$ cat src/rtl/impu_pkg.sv
package impu_pkg;
    localparam int ADDR_W    = 32;
    localparam int DATA_W    = 32;
    localparam int MIN_SHIFT = 12;
    localparam int BASE_W    = ADDR_W - MIN_SHIFT;
    localparam int SIZE_W    = 5;
    localparam int ST_GUARD  = 3;
    localparam int ST_PROT   = 4;
    localparam logic [15:0] EXC_VEC = 16'h1300;

    typedef struct packed {
        logic [BASE_W-1:0] base;
        logic [SIZE_W-1:0] size;
    } rgn_loc_t;

    typedef struct packed {
        logic       comp_ok;
        logic       guarded;
        logic [1:0] prot;
    } prot_attr_t;

    typedef struct packed {
        logic       en;
        prot_attr_t pa;
    } rgn_attr_t;

    localparam prot_attr_t GLOB_RST = '{comp_ok: 1'b1, guarded: 1'b0, prot: 2'b10};
endpackage

$ cat src/rtl/impu_regfile.sv
module impu_regfile
    import impu_pkg::*;
#(
    parameter int NUM_RGN = 4,
    parameter int RA_W    = $clog2(2 * NUM_RGN + 2)
) (
    input  logic                      clk,
    input  logic                      hrst_n,
    input  logic                      srst,
    input  logic                      reg_wr,
    input  logic [RA_W-1:0]           reg_addr,
    input  logic [DATA_W-1:0]         reg_wdata,
    output logic [DATA_W-1:0]         reg_rdata,
    output rgn_loc_t  [NUM_RGN-1:0]   loc,
    output rgn_attr_t [NUM_RGN-1:0]   attr,
    output prot_attr_t                glob,
    output logic                      active
);
    localparam int GLOB_IDX = 2 * NUM_RGN;
    localparam int CFG_IDX  = 2 * NUM_RGN + 1;

    typedef struct packed {
        rgn_loc_t  [NUM_RGN-1:0] loc;
        rgn_attr_t [NUM_RGN-1:0] attr;
        prot_attr_t              glob;
        logic                    cfg_en;
        logic                    active;
    } state_t;

    state_t st_d, st_q;

    logic unused_wbits;
    assign unused_wbits = ^{reg_wdata[MIN_SHIFT-1:SIZE_W]};

    always_comb begin
        st_d = st_q;
        if (reg_wr) begin
            for (int i = 0; i < NUM_RGN; i++) begin
                if (reg_addr == RA_W'(2 * i)) begin
                    st_d.loc[i].base = reg_wdata[DATA_W-1:MIN_SHIFT];
                    st_d.loc[i].size = reg_wdata[SIZE_W-1:0];
                end
                if (reg_addr == RA_W'(2 * i + 1)) begin
                    st_d.attr[i] = reg_wdata[4:0];
                end
            end
            if (reg_addr == RA_W'(GLOB_IDX)) begin
                st_d.glob = reg_wdata[3:0];
            end
            if (reg_addr == RA_W'(CFG_IDX)) begin
                st_d.cfg_en = reg_wdata[0];
                st_d.active = reg_wdata[0];
            end
        end
        if (srst) begin
            st_d.active = 1'b0;
        end
    end

    always_ff @(posedge clk or negedge hrst_n) begin
        if (!hrst_n) begin
            st_q.loc    <= '0;
            st_q.attr   <= '0;
            st_q.glob   <= GLOB_RST;
            st_q.cfg_en <= 1'b0;
            st_q.active <= 1'b0;
        end else begin
            st_q <= st_d;
        end
    end

    always_comb begin
        reg_rdata = '0;
        for (int i = 0; i < NUM_RGN; i++) begin
            if (reg_addr == RA_W'(2 * i)) begin
                reg_rdata = {st_q.loc[i].base, {(MIN_SHIFT - SIZE_W){1'b0}}, st_q.loc[i].size};
            end
            if (reg_addr == RA_W'(2 * i + 1)) begin
                reg_rdata = {{(DATA_W - 5){1'b0}}, st_q.attr[i]};
            end
        end
        if (reg_addr == RA_W'(GLOB_IDX)) begin
            reg_rdata = {{(DATA_W - 4){1'b0}}, st_q.glob};
        end
        if (reg_addr == RA_W'(CFG_IDX)) begin
            reg_rdata = {{(DATA_W - 1){1'b0}}, st_q.cfg_en};
        end
    end

    assign loc    = st_q.loc;
    assign attr   = st_q.attr;
    assign glob   = st_q.glob;
    assign active = st_q.active;

    // a soft reset always leaves the unit disabled afterwards
    p_srst_disables_r12: assert property (@(posedge clk) disable iff (!hrst_n)
        srst |=> !st_q.active);

    // a soft reset without a write keeps every register
    p_srst_keeps_regs_r12: assert property (@(posedge clk) disable iff (!hrst_n)
        (srst && !reg_wr) |=> ($stable(st_q.loc) && $stable(st_q.attr)
                               && $stable(st_q.glob) && $stable(st_q.cfg_en)));

    // checking can only become active through a configuration write
    p_enable_via_write_r13: assert property (@(posedge clk) disable iff (!hrst_n)
        $rose(st_q.active) |-> $past(reg_wr && reg_addr == RA_W'(CFG_IDX) && reg_wdata[0]));
endmodule

$ cat src/rtl/impu_region_match.sv
module impu_region_match
    import impu_pkg::*;
(
    input  logic [ADDR_W-1:0] addr,
    input  rgn_loc_t          loc,
    input  logic              en,
    output logic              hit
);
    logic [SIZE_W-1:0] shift;
    logic [ADDR_W-1:0] mask;
    logic [ADDR_W-1:0] base_addr;

    always_comb begin
        shift     = (loc.size < SIZE_W'(MIN_SHIFT)) ? SIZE_W'(MIN_SHIFT) : loc.size;
        mask      = {ADDR_W{1'b1}} << shift;
        base_addr = {loc.base, {MIN_SHIFT{1'b0}}};
        hit       = en && ((addr & mask) == (base_addr & mask));
    end
endmodule

$ cat src/rtl/impu_attr_check.sv
module impu_attr_check
    import impu_pkg::*;
#(
    parameter int NUM_RGN = 4
) (
    input  logic                     clk,
    input  logic                     hrst_n,
    input  logic [NUM_RGN-1:0]       hits,
    input  rgn_attr_t [NUM_RGN-1:0]  attr,
    input  prot_attr_t               glob,
    input  logic                     active,
    input  logic                     valid,
    input  logic                     user,
    input  logic                     comp,
    output logic                     viol,
    output logic [DATA_W-1:0]        status
);
    prot_attr_t eff;
    logic       prot_bad;
    logic       comp_bad;

    always_comb begin
        eff = glob;
        for (int i = NUM_RGN - 1; i >= 0; i--) begin
            if (hits[i]) begin
                eff = attr[i].pa;
            end
        end
        prot_bad = (eff.prot == 2'b00) || (eff.prot == 2'b01 && user);
        comp_bad = comp && !eff.comp_ok;
        status   = '0;
        if (valid && active) begin
            if (prot_bad || comp_bad) begin
                status[ST_PROT] = 1'b1;
            end else if (eff.guarded) begin
                status[ST_GUARD] = 1'b1;
            end
        end
        viol = |status;
    end

    // exactly one status bit during an exception, none otherwise
    p_status_onehot_r8: assert property (@(posedge clk) disable iff (!hrst_n)
        viol |-> ($countones(status) == 1));
    p_status_idle_r8: assert property (@(posedge clk) disable iff (!hrst_n)
        !viol |-> (status == '0));

    // a disabled unit never flags a violation
    p_quiet_when_off_r13: assert property (@(posedge clk) disable iff (!hrst_n)
        !active |-> !viol);
endmodule

$ cat src/rtl/impu_top.sv
module impu_top
    import impu_pkg::*;
#(
    parameter int NUM_RGN = 4,
    parameter int RA_W    = $clog2(2 * NUM_RGN + 2)
) (
    input  logic              clk,
    input  logic              hrst_n,
    input  logic              srst,
    input  logic              reg_wr,
    input  logic [RA_W-1:0]   reg_addr,
    input  logic [DATA_W-1:0] reg_wdata,
    output logic [DATA_W-1:0] reg_rdata,
    input  logic              fetch_valid,
    input  logic [ADDR_W-1:0] fetch_addr,
    input  logic              fetch_user,
    input  logic              fetch_comp,
    input  logic              fetch_show,
    output logic              bus_valid,
    output logic [ADDR_W-1:0] bus_addr,
    output logic              bus_cancel,
    output logic              exc_req,
    output logic [15:0]       exc_vector,
    output logic [DATA_W-1:0] exc_status
);
    rgn_loc_t  [NUM_RGN-1:0] loc;
    rgn_attr_t [NUM_RGN-1:0] attr;
    prot_attr_t              glob;
    logic                    active;
    logic [NUM_RGN-1:0]      hits;
    logic                    viol;

    impu_regfile #(.NUM_RGN(NUM_RGN), .RA_W(RA_W)) u_regs (
        .clk      (clk),
        .hrst_n   (hrst_n),
        .srst     (srst),
        .reg_wr   (reg_wr),
        .reg_addr (reg_addr),
        .reg_wdata(reg_wdata),
        .reg_rdata(reg_rdata),
        .loc      (loc),
        .attr     (attr),
        .glob     (glob),
        .active   (active)
    );

    for (genvar g = 0; g < NUM_RGN; g++) begin : g_match
        impu_region_match u_match (
            .addr(fetch_addr),
            .loc (loc[g]),
            .en  (attr[g].en),
            .hit (hits[g])
        );
    end

    impu_attr_check #(.NUM_RGN(NUM_RGN)) u_check (
        .clk   (clk),
        .hrst_n(hrst_n),
        .hits  (hits),
        .attr  (attr),
        .glob  (glob),
        .active(active),
        .valid (fetch_valid),
        .user  (fetch_user),
        .comp  (fetch_comp),
        .viol  (viol),
        .status(exc_status)
    );

    assign bus_valid  = fetch_valid;
    assign bus_addr   = fetch_addr;
    assign exc_req    = viol;
    assign bus_cancel = viol && !fetch_show;
    assign exc_vector = EXC_VEC;

    // a cancel only accompanies an exception on a valid fetch
    p_cancel_has_exc_r10: assert property (@(posedge clk) disable iff (!hrst_n)
        bus_cancel |-> (exc_req && fetch_valid));

    // no exception without a fetch
    p_no_exc_idle_r10: assert property (@(posedge clk) disable iff (!hrst_n)
        !fetch_valid |-> (!exc_req && !bus_cancel));

    // show cycles are never cancelled
    p_show_not_cancelled_r11: assert property (@(posedge clk) disable iff (!hrst_n)
        (fetch_valid && fetch_show) |-> !bus_cancel);
endmodule

$ cat config.mk
export PLATFORM = sky130hd
export DESIGN_NAME = impu_top
export DESIGN_NICKNAME = d
export VERILOG_FILES = /design/src/rtl/impu_pkg.sv /design/src/rtl/impu_regfile.sv /design/src/rtl/impu_region_match.sv /design/src/rtl/impu_attr_check.sv /design/src/rtl/impu_top.sv
export SDC_FILE = /design/constraint.sdc
export NUM_CORES = 1
export LEC_CHECK = 0
export BUFFER_PORTS_ARGS = -buffer_cell sky130_fd_sc_hd__buf_2
export CAP_MARGIN = 5
export CELL_PAD_IN_SITES_DETAIL_PLACEMENT = 0
export CELL_PAD_IN_SITES_GLOBAL_PLACEMENT = 1
export CORE_MARGIN = 2
export CORE_UTILIZATION = 38
export DETAILED_ROUTE_END_ITERATION = 6
export PLACE_DENSITY = 0.76
export SLEW_MARGIN = 20
export SYNTH_ARGS = -nofsm -noshare
export SYNTH_HDL_FRONTEND = slang
export SYNTH_SLANG_ARGS = --single-unit
$ cat constraint.sdc
create_clock -name clk -period 3.25 [get_ports clk]
set_input_delay 0.65 -clock clk [delete_from_list [all_inputs] [get_ports clk]]
set_output_delay 0.65 -clock clk [all_outputs]
set_load 0.05 [all_outputs]
==> summary.md <==
| Metric | Value |
|---|---|
| Status | complete, but fails checks |
| Failing checks | negative setup slack |
| Multi-input logic area | 0.004464 mm2 |
| Setup TNS | -2.010 ns |
| Synth unique cells | 67 |
| Total CTS buffers | 17 |
| Hold Crit Class | primary input to asynchronous set/reset pin |
| Mapped Area | 0.008172 mm2 |
| Synth Area in Compound Gates | 15.63% |
| Prevailing post-synth register cell | dfrtp_1 |
| F_max | 261.9 MHz |
| Drt via density | 5.397 |
| Synth Area per Inst | 10.05 um2 |
| Area growth, synth to finish | 25.25% |
| Layout cells sized above 1 | 43.00% |
| Yosys reg bits | 126 |
| Max Used Layer | met4 |
| GPL Wtd Cong | 0.9520 |
| Met2 wire length | 11,560 um |
| Largest family of logic cells by synthesized area | multiplexers |
| Dpl cells | 1,228 |
| Crit. End Element | output pin |
| Later-pin clock latency in the skew report | 0.43 ns |
| Worst Path Max Fanout | 4 |
| Crit path DAT | 3.17 ns |
| Drt first pass iters | 5 |
| Pin count of the biggest net entering global routing | 45 |
| Vias in the first global route | 6,713 |
| CP Launch Type | register |
| # fillers | 2,004 |
| Wire length on met3 | 1661 um |
| Ant diodes | 0 |
| Core area | 0.02109 mm2 |
| Global-route wire length before repair | 39,000 um |
| Floorplan die height | 150.6 um |
| Post-synth EDFFs | 0 |
| Clock Skews | 0 ns |
| DRC viols | 0 |
| Antenna Nets Post-Route | 0 |
| Slew Limit Fails | 0 |
| RSZ-0062 raised after global routing | yes |
| Fraction of synthesis flops using an asynchronous set or reset pin | 100.0% |
| HPWL Detailed | 18,510 um |
| Clock-pin slew on the worst setup and hold paths | 0.06 ns |
| Wire per inst | 20.19 um |
| Effective utilization at floorplan | 38.75% |
| Simple-gate share of the synthesized area | 8.130% |
| Iter 0 DRT Violations | 425 |
| Register area share after synthesis | 38.62% |
| Fin util | 48.53% |
| Leak pwr | 4.728 nW |
| Slew @ Worst Pin | 0.6527 ns |
| Worst Path Required | 2.60 ns |
| Die area | 0.02269 mm2 |
| Synthesis Warnings | 0 |
| Vias | 6,843 |
| Post-synthesis mux area share | 17.79% |
| Chip Width | 150.6 um |
| M1 WL | 11,250 um |
| Hold slack | 0.2480 ns |
| Aggregate global routing overflow | 0 |
| Peak supply drop | 0.3786 mV |
| H-tree depth | 4 |
| Initial antenna violation count | 0 |
| Final Hold Fails | 0 |
| Worst slew margin | 56.15% |
| XOR/XNOR Fraction of Synth Area | 8.574% |
| CTS sink cnt | 126 |
| Nets | 1,056 |
| PortBufs | 106 |
| Mapped Cells | 813 |
| FF/Latch Area | 0.003164 mm2 |
| Maxcap violations | 0 |
| Post-Layout Cell Count | 1,268 |
| Worst setup margin | -0.5686 ns |
| CP Class | register to output pin |
| Final min period | 3.819 ns |
| I/O pins | 191 |
| Hold buffers post-CTS | 0 |
| Final setup vio count | 4 |
| CTS tree | yes |
| Synth Area in Adders | 0.1225% |
| Drt total wl | 25,600 um |
| PwrDens | 660.5 mW/mm2 |
| Design Power | 6.760 mW |
| Root Driver | clkbuf_16 |
| CTS Buffer Depth | 2 |
| Tot GR Track Use | 23.09% |
| Row count | 53 |
| Crit share post-route | 117.5% |
worst paths after layout:
check / start / to / slack (ns) / cells past startpoint
max: u_regs.loc[76] / exc_status[3] / -0.57 / 10
min in group clk: srst / u_regs.active / 0.36 / 2
min reg2reg: u_regs.st_q[1] / u_regs.st_q[1] / 0.52 / 2
min: hrst_n / u_regs.attr[8] / 0.25 / 1
max reg2reg: u_regs.loc[2] / u_regs.loc[2] / 2.08 / 3
max in group asynchronous: hrst_n / u_regs.loc[66] / 2.21 / 2
synth_stat cells (all sizes together) (10+ instances only):
library cell / instances / area, um2
mux2: 122 / 1374
nand2: 58 / 220.2
nand3: 14 / 70.07
a21oi: 48 / 240.2
inv: 14 / 52.55
buf: 100 / 724.4
a22oi: 48 / 360.4
xor2: 52 / 455.4
nor2: 22 / 82.58
o21ai: 32 / 163.9
nor3: 10 / 50.05
xnor2: 28 / 245.2
clkbuf: 33 / 125.1
dfrtp: 124 / 3103
timing repair:
| item | CTS | global route |
|---|---|---|
| buffers inserted | 4 | 5 |
| resized for setup | 22 | 16 |
| pin swaps | 4 | 9 |
| setup endpoints to repair | 4 | 4 |
| cloned | 0 | 0 |
registers in the layout (all words and copies together), names as in the netlist:
signal,flops
u_regs.st_q,1
u_regs.glob,4
u_regs.loc,100
u_regs.attr,20
u_regs.active,1
layer usage:
metal,track usage (%),vias to the layer above
met3,4.636,62
met2,35.45,283
li1,-,3120
met5,0,-
met1,31.04,3378
met4,11.45,0
power by group:
| group | switching [mW] | internal, mW | total (mW) |
|---|---|---|---|
| registers | 0.388 | 1.94 | 2.33 |
| logic | 1.29 | 1.03 | 2.32 |
| clock network | 0.792 | 1.32 | 2.11 |
| total | 2.47 | 4.29 | 6.76 |
worst max-delay path, cell delays in order, from the launching register on:
cell and delay [ns]:
dfrtp_1 0.41, buf_6 0.12, nor2_2 0.04, a21o_2 0.21, a221o_2 0.36, or4_4 0.59
a2111oi_4 0.22, o21ai_2 0.11, a31oi_4 0.26, nor3b_4 0.24, buf_6 0.18
cell families (layout without fill, tap and decap cells):
group                      count (synthesis)  in the layout
DFF                                      126            126
buffers and inverters                    147            276
and+or+nand+nor                          140            140
muxes                                    130            130
xor gates and xnor gates                  80             80
other                                      2             53
adders and majority gates                  1              1
AOI/OAI and AO/OA                        187            187
stage by stage:
step / instance area (um2) / worst slack, ns
6_report: 10230 / -0.5686
5_1_grt: 10230 / -0.6818
4_1_cts: 10130 / -0.4909
3_5_place_dp: 9378 / -0.5640
3_3_place_gp: 9378 / -0.5630
2_1_floorplan: 8402 / -0.2345
area by class of cell:
cell class / count / share of cell area [%]
Clock inverter: 14 / 1.993
Tap cell: 275 / 3.362
Multi-Input combinational cell: 591 / 43.62
Inverter: 14 / 0.5134
Timing Repair Buffer: 230 / 15.31
Sequential cell: 126 / 30.92
Clock buffer: 18 / 4.291
layout by cell type, fill, tap and decap left out, types with 5 or more instances in the layout:
cell / count
a211oi_1: 5
a21o_1: 7
a21oi_1: 45
a22oi_1: 47
a31oi_1: 5
buf_12: 5
buf_2: 101
buf_4: 116
buf_6: 8
clkbuf_16: 17
conb_1: 53
dfrtp_1: 117
dfrtp_2: 7
inv_1: 14
inv_6: 6
mux2_2: 122
mux2i_1: 7
nand2_1: 57
nand3_1: 13
nand4_1: 8
nor2_1: 18
nor3_1: 8
nor4_1: 5
o21ai_0: 28
xnor2_1: 27
xor2_1: 51
Power figures use the tool's default switching activity.
